**config.mk**
```make
export PLATFORM = sky130hd
export DESIGN_NAME = rxr_engine
export DESIGN_NICKNAME = d
export VERILOG_FILES = /design/src/rtl/rxr_pkg.sv /design/src/rtl/rxr_ring_ptr.sv /design/src/rtl/rxr_event.sv /design/src/rtl/rxr_engine.sv
export SDC_FILE = /design/constraint.sdc
export NUM_CORES = 1
export LEC_CHECK = 0
export BUFFER_PORTS_ARGS = -buffer_cell sky130_fd_sc_hd__buf_2
export CAP_MARGIN = 20
export CORE_UTILIZATION = 50
export DETAILED_ROUTE_END_ITERATION = 10
export PLACE_DENSITY = 0.73
export SYNTH_ARGS = -nofsm -noshare
export SYNTH_HDL_FRONTEND = slang
export SYNTH_SLANG_ARGS = --single-unit
```
**constraint.sdc**
```tcl
create_clock -name clk -period 10.15 [get_ports clk]
set_clock_uncertainty 0.15 [all_clocks]
set_input_delay 0 -clock clk [delete_from_list [all_inputs] [get_ports clk]]
set_output_delay 0 -clock clk [all_outputs]
set_load 0.03 [all_outputs]
```
**src/rtl/rxr_pkg.sv**
```systemverilog
package rxr_pkg;

    localparam int B_EMPTY = 15;
    localparam int B_WRAP  = 13;
    localparam int B_INTR  = 12;
    localparam int B_CONT  = 9;
    localparam int B_OVR   = 1;
    localparam logic [15:0] RSV_MASK = 16'h4DFD;

    localparam int OFS_LEN = 1;
    localparam int OFS_PHI = 2;
    localparam int OFS_PLO = 3;
    localparam int DESC_WORDS = 4;

    typedef enum logic [2:0] {
        ST_FETCH,
        ST_PHI,
        ST_PLO,
        ST_RECV,
        ST_WLEN,
        ST_WSTAT
    } state_e;

    typedef struct packed {
        logic wrap;
        logic intr;
        logic cont;
    } dflags_t;

    function automatic logic [15:0] mk_status(logic empty, dflags_t f, logic ovr);
        logic [15:0] s;
        s = '0;
        s[B_EMPTY] = empty;
        s[B_WRAP]  = f.wrap;
        s[B_INTR]  = f.intr;
        s[B_CONT]  = f.cont;
        s[B_OVR]   = ovr;
        return s;
    endfunction

endpackage

```
**src/rtl/rxr_ring_ptr.sv**
```systemverilog
module rxr_ring_ptr #(
    parameter int AW = 31,
    parameter int STEP = 4
) (
    input  logic          clk,
    input  logic          rst,
    input  logic [AW-1:0] base,
    input  logic          advance,
    input  logic          wrap,
    output logic [AW-1:0] desc_addr
);
    localparam logic [AW-1:0] STEP_W = AW'(STEP);

    always_ff @(posedge clk) begin
        if (rst) begin
            desc_addr <= base;
        end else if (advance) begin
            desc_addr <= wrap ? base : desc_addr + STEP_W;
        end
    end
endmodule

```
**src/rtl/rxr_event.sv**
```systemverilog
module rxr_event (
    input  logic clk,
    input  logic rst,
    input  logic set,
    input  logic clear,
    input  logic enable,
    output logic flag,
    output logic irq
);
    always_ff @(posedge clk) begin
        if (rst) begin
            flag <= 1'b0;
        end else if (set) begin
            flag <= 1'b1;
        end else if (clear) begin
            flag <= 1'b0;
        end
    end

    assign irq = flag & enable;
endmodule

```
**src/rtl/rxr_engine.sv**
```systemverilog
module rxr_engine #(
    parameter int PW = 32,
    parameter int LW = 16
) (
    input  logic          clk,
    input  logic          rst,
    input  logic [PW-2:0] ring_base,
    input  logic [LW-1:0] max_len,
    input  logic          irq_enable,
    input  logic          evt_clear,
    input  logic          rx_valid,
    input  logic [7:0]    rx_byte,
    output logic          rx_ready,
    input  logic          rx_overrun,
    input  logic          rx_error,
    output logic          busy,
    output logic          evt_flag,
    output logic          irq,
    output logic          mem_req,
    output logic          mem_we,
    output logic [PW-2:0] mem_addr,
    output logic [1:0]    mem_wstrb,
    output logic [15:0]   mem_wdata,
    input  logic [15:0]   mem_rdata
);
    import rxr_pkg::*;

    localparam int AW = PW - 1;

    state_e        state_q;
    dflags_t       flags_q;
    logic [PW-1:0] ptr_q;
    logic [LW-1:0] cnt_q;
    logic          ovr_q;
    logic          fault_q;

    logic [AW-1:0] desc_addr;
    logic          advance;
    logic          evt_set;
    logic [PW-1:0] byte_addr;
    logic [LW-1:0] cnt_inc;
    logic          take;
    logic          fault_now;
    logic          close_now;

    rxr_ring_ptr #(.AW(AW), .STEP(DESC_WORDS)) u_ring (
        .clk       (clk),
        .rst       (rst),
        .base      (ring_base),
        .advance   (advance),
        .wrap      (flags_q.wrap),
        .desc_addr (desc_addr)
    );

    rxr_event u_evt (
        .clk    (clk),
        .rst    (rst),
        .set    (evt_set),
        .clear  (evt_clear),
        .enable (irq_enable),
        .flag   (evt_flag),
        .irq    (irq)
    );

    assign byte_addr = ptr_q + PW'(cnt_q);
    assign take      = (state_q == ST_RECV) && rx_valid;
    assign fault_now = (state_q == ST_RECV) && (rx_overrun || rx_error);
    assign cnt_inc   = cnt_q + LW'(take);
    assign close_now = fault_now || (take && (cnt_inc >= max_len));
    assign advance   = (state_q == ST_WSTAT);
    assign evt_set   = (state_q == ST_WSTAT) && flags_q.intr && !fault_q;

    always_comb begin
        mem_req   = 1'b0;
        mem_we    = 1'b0;
        mem_addr  = desc_addr;
        mem_wstrb = 2'b00;
        mem_wdata = '0;
        rx_ready  = 1'b0;
        busy      = 1'b0;
        unique case (state_q)
            ST_FETCH: begin
                mem_req = 1'b1;
                busy    = !mem_rdata[B_EMPTY];
            end
            ST_PHI: begin
                mem_req  = 1'b1;
                mem_addr = desc_addr + AW'(OFS_PHI);
            end
            ST_PLO: begin
                mem_req  = 1'b1;
                mem_addr = desc_addr + AW'(OFS_PLO);
            end
            ST_RECV: begin
                rx_ready = 1'b1;
                if (take) begin
                    mem_req   = 1'b1;
                    mem_we    = 1'b1;
                    mem_addr  = byte_addr[PW-1:1];
                    mem_wstrb = byte_addr[0] ? 2'b01 : 2'b10;
                    mem_wdata = {rx_byte, rx_byte};
                end
            end
            ST_WLEN: begin
                mem_req   = 1'b1;
                mem_we    = 1'b1;
                mem_addr  = desc_addr + AW'(OFS_LEN);
                mem_wstrb = 2'b11;
                mem_wdata = 16'(cnt_q);
            end
            ST_WSTAT: begin
                mem_req   = 1'b1;
                mem_we    = 1'b1;
                mem_wstrb = 2'b11;
                mem_wdata = mk_status(flags_q.cont && !fault_q, flags_q, ovr_q);
            end
            default: ;
        endcase
    end

    always_ff @(posedge clk) begin
        if (rst) begin
            state_q <= ST_FETCH;
            flags_q <= '0;
            ptr_q   <= '0;
            cnt_q   <= '0;
            ovr_q   <= 1'b0;
            fault_q <= 1'b0;
        end else begin
            unique case (state_q)
                ST_FETCH: begin
                    if (mem_rdata[B_EMPTY]) begin
                        flags_q <= '{wrap: mem_rdata[B_WRAP],
                                     intr: mem_rdata[B_INTR],
                                     cont: mem_rdata[B_CONT]};
                        state_q <= ST_PHI;
                    end
                end
                ST_PHI: begin
                    ptr_q[PW-1:16] <= mem_rdata[PW-17:0];
                    state_q        <= ST_PLO;
                end
                ST_PLO: begin
                    ptr_q[15:0] <= mem_rdata;
                    cnt_q       <= '0;
                    ovr_q       <= 1'b0;
                    fault_q     <= 1'b0;
                    state_q     <= ST_RECV;
                end
                ST_RECV: begin
                    cnt_q <= cnt_inc;
                    if (close_now) begin
                        fault_q <= fault_now;
                        ovr_q   <= rx_overrun;
                        state_q <= ST_WLEN;
                    end
                end
                ST_WLEN:  state_q <= ST_WSTAT;
                ST_WSTAT: state_q <= ST_FETCH;
                default:  state_q <= ST_FETCH;
            endcase
        end
    end
endmodule

```
-- Yosys cells after proc, flatten, opt, wreduce, memory -nomap -nowiden
Index checks and enable logic that the tools add are counted.
Widths: inputs -> output; s select.
- register bits: 88
- bits of input ports: 78
- output and inout port bits: 55
- logic and storage cells: 70
- add/subtract/negate cells: 6
- order comparisons: 1
- equal/unequal tests: 7
- muxes and demuxes: 25
- bitwise gates (word level): 1
- reduce and logical (&&, ||, !) cells: 19
- operator list (cell ; count):
    $mux 31 ; 4
    $pmux 31 s4 ; 1
    $add 31x2->31 const B ; 2
    $pmux 16 s3 ; 1
    $add 32x16->32 ; 1
    $pmux 16 s2 ; 1
    $add 31x1->31 const B ; 1
    $add 31x3->31 const B ; 1
    $add 16x1->16 ; 1
    $ge 16x16->1 ; 1
    $mux 16 ; 1
    $pmux 3 s5 ; 1
    $pmux 1 s2 ; 4
    $mux 1 ; 7
    $eq 3x2->1 const B ; 2
    $eq 3x3->1 const B ; 2
    $logic_and 1x1->1 ; 6
    $mux 3 ; 2
    $reduce_and 2->1 ; 3
    $reduce_bool 2->1 ; 3
    $reduce_or 5->1 ; 1
    $mux 2 ; 2
    $ne 2x2->1 const B ; 2
    $pmux 2 s2 ; 1
    other kinds (6) ; 8

-- Depth between registers and ports, before layout
- depth after elaboration: 8
- mapped depth: 19
- mapped depth without buffers: 18

-- By module
A second synthesis with hierarchy kept.
- cells, all modules: 1135
- area, all modules: 8071.5 µm²
- by module, submodules not included (module ; times used ; cells an instance ; area each (µm²) ; sequential area each (µm²)):
    rxr_engine ; 1 ; 933 ; 6139.6 ; 1121.1
    rxr_ring_ptr ; 1 ; 197 ; 1886.8 ; 930.9
    rxr_event ; 1 ; 5 ; 45.0 ; 20.0

-- Worst setup path after synthesis
Ideal clock, no wire load.
- kind: register -> register
- start point: reg state_q[0]
- end point: reg ovr_q
- setup time: 106 ps
- arrival: 3740 ps
- required time: 9894 ps
- slack: 6154 ps
- cell stages (with the launch flop): 20
- path buffers: 1
- period minus slack after synthesis: 3996 ps
- path through: dfxtp_1 > nor2b_1 > nand2_1 > inv_1 > nand2_1 > inv_1 > clkbuf_1 > ha_1 > ha_1 > and3_1 > nand3_1 > nor2_1 > and3_1 > xor2_1 > ha_1 > o21a_1 > o21ai_0 > a41o_1 > nand2_1 > o311ai_0
- longest elaborated chain between the ends: 8
- elaborated cells on any way between the ends: 12
- those cells by class: 1 x add/sub; 1 x order compare; 3 x eq/ne; 1 x mux; 6 x reduce/logical
- ends and longest elaborated chain (what ; RTL line ; source):
    from (decl) ; rxr_engine.sv:30 ; state_e state_q;
    from (signal assigned) ; rxr_engine.sv:123 ; state_q <= ST_FETCH;
    from (signal assigned) ; rxr_engine.sv:136 ; state_q <= ST_PHI;
    from (signal assigned) ; rxr_engine.sv:141 ; state_q <= ST_PLO;
    $eq 3x2->1 ; rxr_engine.sv:66, rxr_engine.sv:67, rxr_engine.sv:130 ;
    $logic_and 1x1->1 ; rxr_engine.sv:66 ; assign take = (state_q == ST_RECV) && rx_valid;
    $add 16x1->16 ; rxr_engine.sv:68 ; assign cnt_inc = cnt_q + LW'(take);
    $ge 16x16->1 ; rxr_engine.sv:69 ; assign close_now = fault_now || (take && (cnt_inc >= max_len));
    $logic_and 1x1->1 ; rxr_engine.sv:69 ;
    $logic_or 1x1->1 ; rxr_engine.sv:69 ;
    $ne 2x2->1 (no line) ; - ;
    $reduce_and 2->1 (no line) ; - ;
    to (signal assigned) ; rxr_engine.sv:154 ; ovr_q <= rx_overrun;
    to (decl) ; rxr_engine.sv:34 ; logic ovr_q;
Several ways; a longest one is shown, not always the timed one.
A chain may end at the register's enable or synchronous reset.

-- Final worst setup path
- start point: reg state_q[1]
- end point: reg ovr_q
Same word-level chain as after synthesis.

==> metrics.csv <==
stage;metric;value;unit
placement;PortBufs;132;
synthesis;syn avg cell area;7.38;sq um
placement;routability congestion estimate;0.992;
sta;total negative slack;0;ns
synthesis;prevailing post-synth register cell;dfxtp_1;
setup_path;Worst Path Arrival;6.83;ns
detailed_routing;drt initial violations;1054;
power;Leak;3.69;nW
synthesis;synthesized area;0.00755;sq mm
synthesis;Ys Warns;0;
worst_hold_path;worst hold start;rx_error;
final_layout;fillers;1354;
detailed_routing;DR pass1 iterations;8;
synthesis;Syn Nets;1141;
clocking;CTS tree;done;
setup_path;r2r startpoint;state_q[1];
synthesis;Async SR Flop Fraction;0;%
setup_path;crit end category;flip-flop;
status;failing checks;design-rule violations;
sta;RSZ-0062 raised after global routing;false;
clocking;Skew-Pair Late Insertion Delay;0.37;ns
setup_path;critical path class;flip-flop to flip-flop;
power;Peak VDD IR;124;uV
clocking;clock-pin slew on the worst setup and hold paths;0.07;ns
sta;Final Hold Vio Count;0;
setup_path;critical path fanouts, max;27;
sta;highest clock rate;149;MHz
detailed_routing;final WL;26100;um
die;initial core utilization;51.6;%
sta;final slew viol count;0;
grt;vias in the first global route;7490;
clocking;H-tree lvl count;3;
detailed_routing;Vias;8429;
setup_path;CP required;10.26;ns
sta;Least-Margin Pin Slew;1.01;ns
job;max cap viols;0;
placement;DP HPWL;19000;um
die;Die H;125;um
grt;GR Overflow Total;0;
sta;period utilisation layout;66.2;%
die;CORE AREA;0.0146;sq mm
final_layout;diode count;0;
sta;Final min period;6.72;ns
detailed_routing;wire per inst;19.4;um
synthesis;sequential share of the synthesized area;27.4;%
synthesis;synth unique cells;76;
grt;largest net degree at the start of global routing;63;
grt;antenna violations before repair;0;
sta;PnR worst setup slack;3.43;ns
clocking;Root Buffer Master;clkbuf_16;
sta;endpoints failing setup;0;
placement;setup slack at placement;3.61;ns
final_layout;fin util;61.7;%
sta;relative slew slack;32.1;%
die;Die X;125;um
clocking;Clock Tree Buf Depth;2;
final_layout;Nets;1274;
clocking;clk sinks;88;
status;status;finished with violations;
sta;hold_ws;0.0795;ns
synthesis;number of synthesized register bits;88;
detailed_routing;Vias/cell;6.26;
die;Die ar.;0.0156;sq mm
power;PD cells;121;mW/mm^2
detailed_routing;Final ANT Viol Nets;0;
clocking;post-CTS setup buffer count;0;
clocking;total CTS buffers;9;
final_layout;share of cells above drive strength 1;14.7;%
final_layout;Area Overhead vs Synth;19.5;%
die;row count;44;
setup_path;CP Launch Type;flip-flop;
detailed_routing;residual DRC count;20;
grt;overall global routing resource usage;33.1;%
synthesis;gate count after technology mapping;1024;
grt;global-route wire length before repair;40100;um
die;Top Ports;133;
synthesis;EDFF count, synth;31;
setup_path;Crit. Startpoint;state_q[1];
worst_hold_path;min-delay worst type;input pin to flip-flop;
[Yosys cell counts, types with 3 or more instances]
| cell type | n | share of area [%] |
|---|---|---|
| a211oi_1 | 9 | 0.89 |
| a21boi_0 | 3 | 0.30 |
| a21o_1 | 12 | 1.2 |
| a21oi_1 | 76 | 5.0 |
| a221o_1 | 3 | 0.40 |
| a221oi_1 | 4 | 0.46 |
| a22o_1 | 8 | 0.93 |
| a22oi_1 | 9 | 0.89 |
| a311oi_1 | 3 | 0.35 |
| a31oi_1 | 17 | 1.4 |
| a41oi_1 | 4 | 0.46 |
| and2_1 | 9 | 0.75 |
| and3_1 | 14 | 1.2 |
| and4_1 | 6 | 0.70 |
| buf_2 | 13 | 0.86 |
| buf_4 | 3 | 0.30 |
| clkbuf_1 | 47 | 2.3 |
| dfxtp_1 | 57 | 15 |
| edfxtp_1 | 31 | 12 |
| ha_1 | 37 | 6.1 |
| inv_1 | 33 | 1.6 |
| mux2i_1 | 8 | 1.1 |
| nand2_1 | 174 | 8.6 |
| nand2b_1 | 11 | 0.91 |
| nand3_1 | 30 | 2.0 |
| nand4_1 | 24 | 2.0 |
| nor2_1 | 80 | 4.0 |
| nor2b_1 | 8 | 0.66 |
| nor3_1 | 21 | 1.4 |
| nor4_1 | 9 | 0.75 |
| o211ai_1 | 7 | 0.70 |
| o21a_1 | 10 | 0.99 |
| o21ai_0 | 100 | 6.6 |
| o21bai_1 | 4 | 0.40 |
| o221ai_1 | 4 | 0.46 |
| o22ai_1 | 9 | 0.75 |
| or3_1 | 6 | 0.50 |
| xnor2_1 | 38 | 4.4 |
| xor2_1 | 32 | 3.7 |
[report_power, final]
group | internal (W) | switching (W)
clock network | 0.000189 | 0.000165
logic | 0.000109 | 0.000202
registers | 0.000391 | 0.0000395
[worst paths after layout]
path         slack, ns         end  cells past startpoint
max               3.43       ovr_q                     17
min               0.08  state_q[1]                      4
max reg2reg       3.43       ovr_q                     17
min reg2reg       0.31    ptr_q[6]                      2
[layer usage]
layer	routed length, um	part of all wire (%)	track usage [%]	vias up
met4	1120	4.3	15.5	0
met3	2880	11	8.20	70
met1	11100	42	45.0	3874
li1	-	-	-	3972
met2	11100	42	49.1	513
met5	0	0	0	-
[through the flow]
stage	total power, W	cells	cell area (sq um)
2_1_floorplan	0.000625	1024	7550
3_3_place_gp	0.000720	1280	8220
3_5_place_dp	0.000722	1280	8220
4_1_cts	0.00109	1345	9020
5_1_grt	0.00113	1346	9030
6_report	0.00110	1346	9030
[layout make-up]
cell class / instances / area (sq um) / share of cell area (%)
multi-input combinational: 837 / 5080 / 56.3
clock inverter: 6 / 65.1 / 0.721
clock buffer: 10 / 250 / 2.77
sequential: 88 / 2070 / 22.9
timing repair buffer: 188 / 1200 / 13.3
inverter: 33 / 124 / 1.37
tap: 184 / 230 / 2.55
[cells in the final DEF (no fill, tap or decap), types with 7 or more instances in the layout]
master,instances
a22o_1,8
and2_1,9
o22ai_1,9
a211oi_1,9
o211ai_1,7
nor2_1,79
dlygate4sd3_1,49
clkbuf_16,10
ha_1,37
nand3_1,30
inv_1,33
a22oi_1,9
a31oi_1,17
nor4_1,9
xor2_1,32
buf_4,7
a21o_1,12
o21ai_0,100
xnor2_1,38
nor3_1,21
o21a_1,10
dfxtp_1,57
and3_1,14
edfxtp_1,31
nand2_1,174
a21oi_1,76
nor2b_1,8
nand2b_1,11
nand4_1,24
mux2i_1,8
buf_2,132
[sequential cells by signal, summed over array words and instances (netlist names)]
signal	count
ovr_q	1
state_q	3
ptr_q	32
u_evt.flag	1
u_ring.desc_addr	31
flags_q	3
fault_q	1
cnt_q	16
[worst max-delay path: stages, from the launching register on]
cell and delay [ns]:
dfxtp_1 0.68, nand2_1 0.60, inv_1 0.55, nand2_1 0.70
inv_1 0.94, ha_1 0.34, ha_1 0.19, and3_1 0.24
nand3_1 0.33, nor2_1 0.30, and3_1 0.24, xor2_1 0.17
ha_1 0.25, o21a_1 0.16, o21ai_0 0.15, a41o_1 0.23
nand2_1 0.10, o311ai_0 0.28
[kinds of logic after synthesis]
| logic type | after synthesis | share of synthesized area (%) |
|---|---|---|
| AOI/OAI and AO/OA | 306 | 25.2 |
| DFF | 88 | 27.4 |
| xor gates and xnor gates | 70 | 8.12 |
| and+or+nand+nor | 413 | 26.1 |
| muxes | 9 | 1.21 |
| adders and majority gates | 39 | 6.66 |
| buffers and inverters | 99 | 5.30 |
[what timing repair did]
item	in CTS	in global routing
hold buffers	49	0
endpoints found under the hold margin	69	0
gates resized for setup	0	0
(Power assumes the default switching activity.)
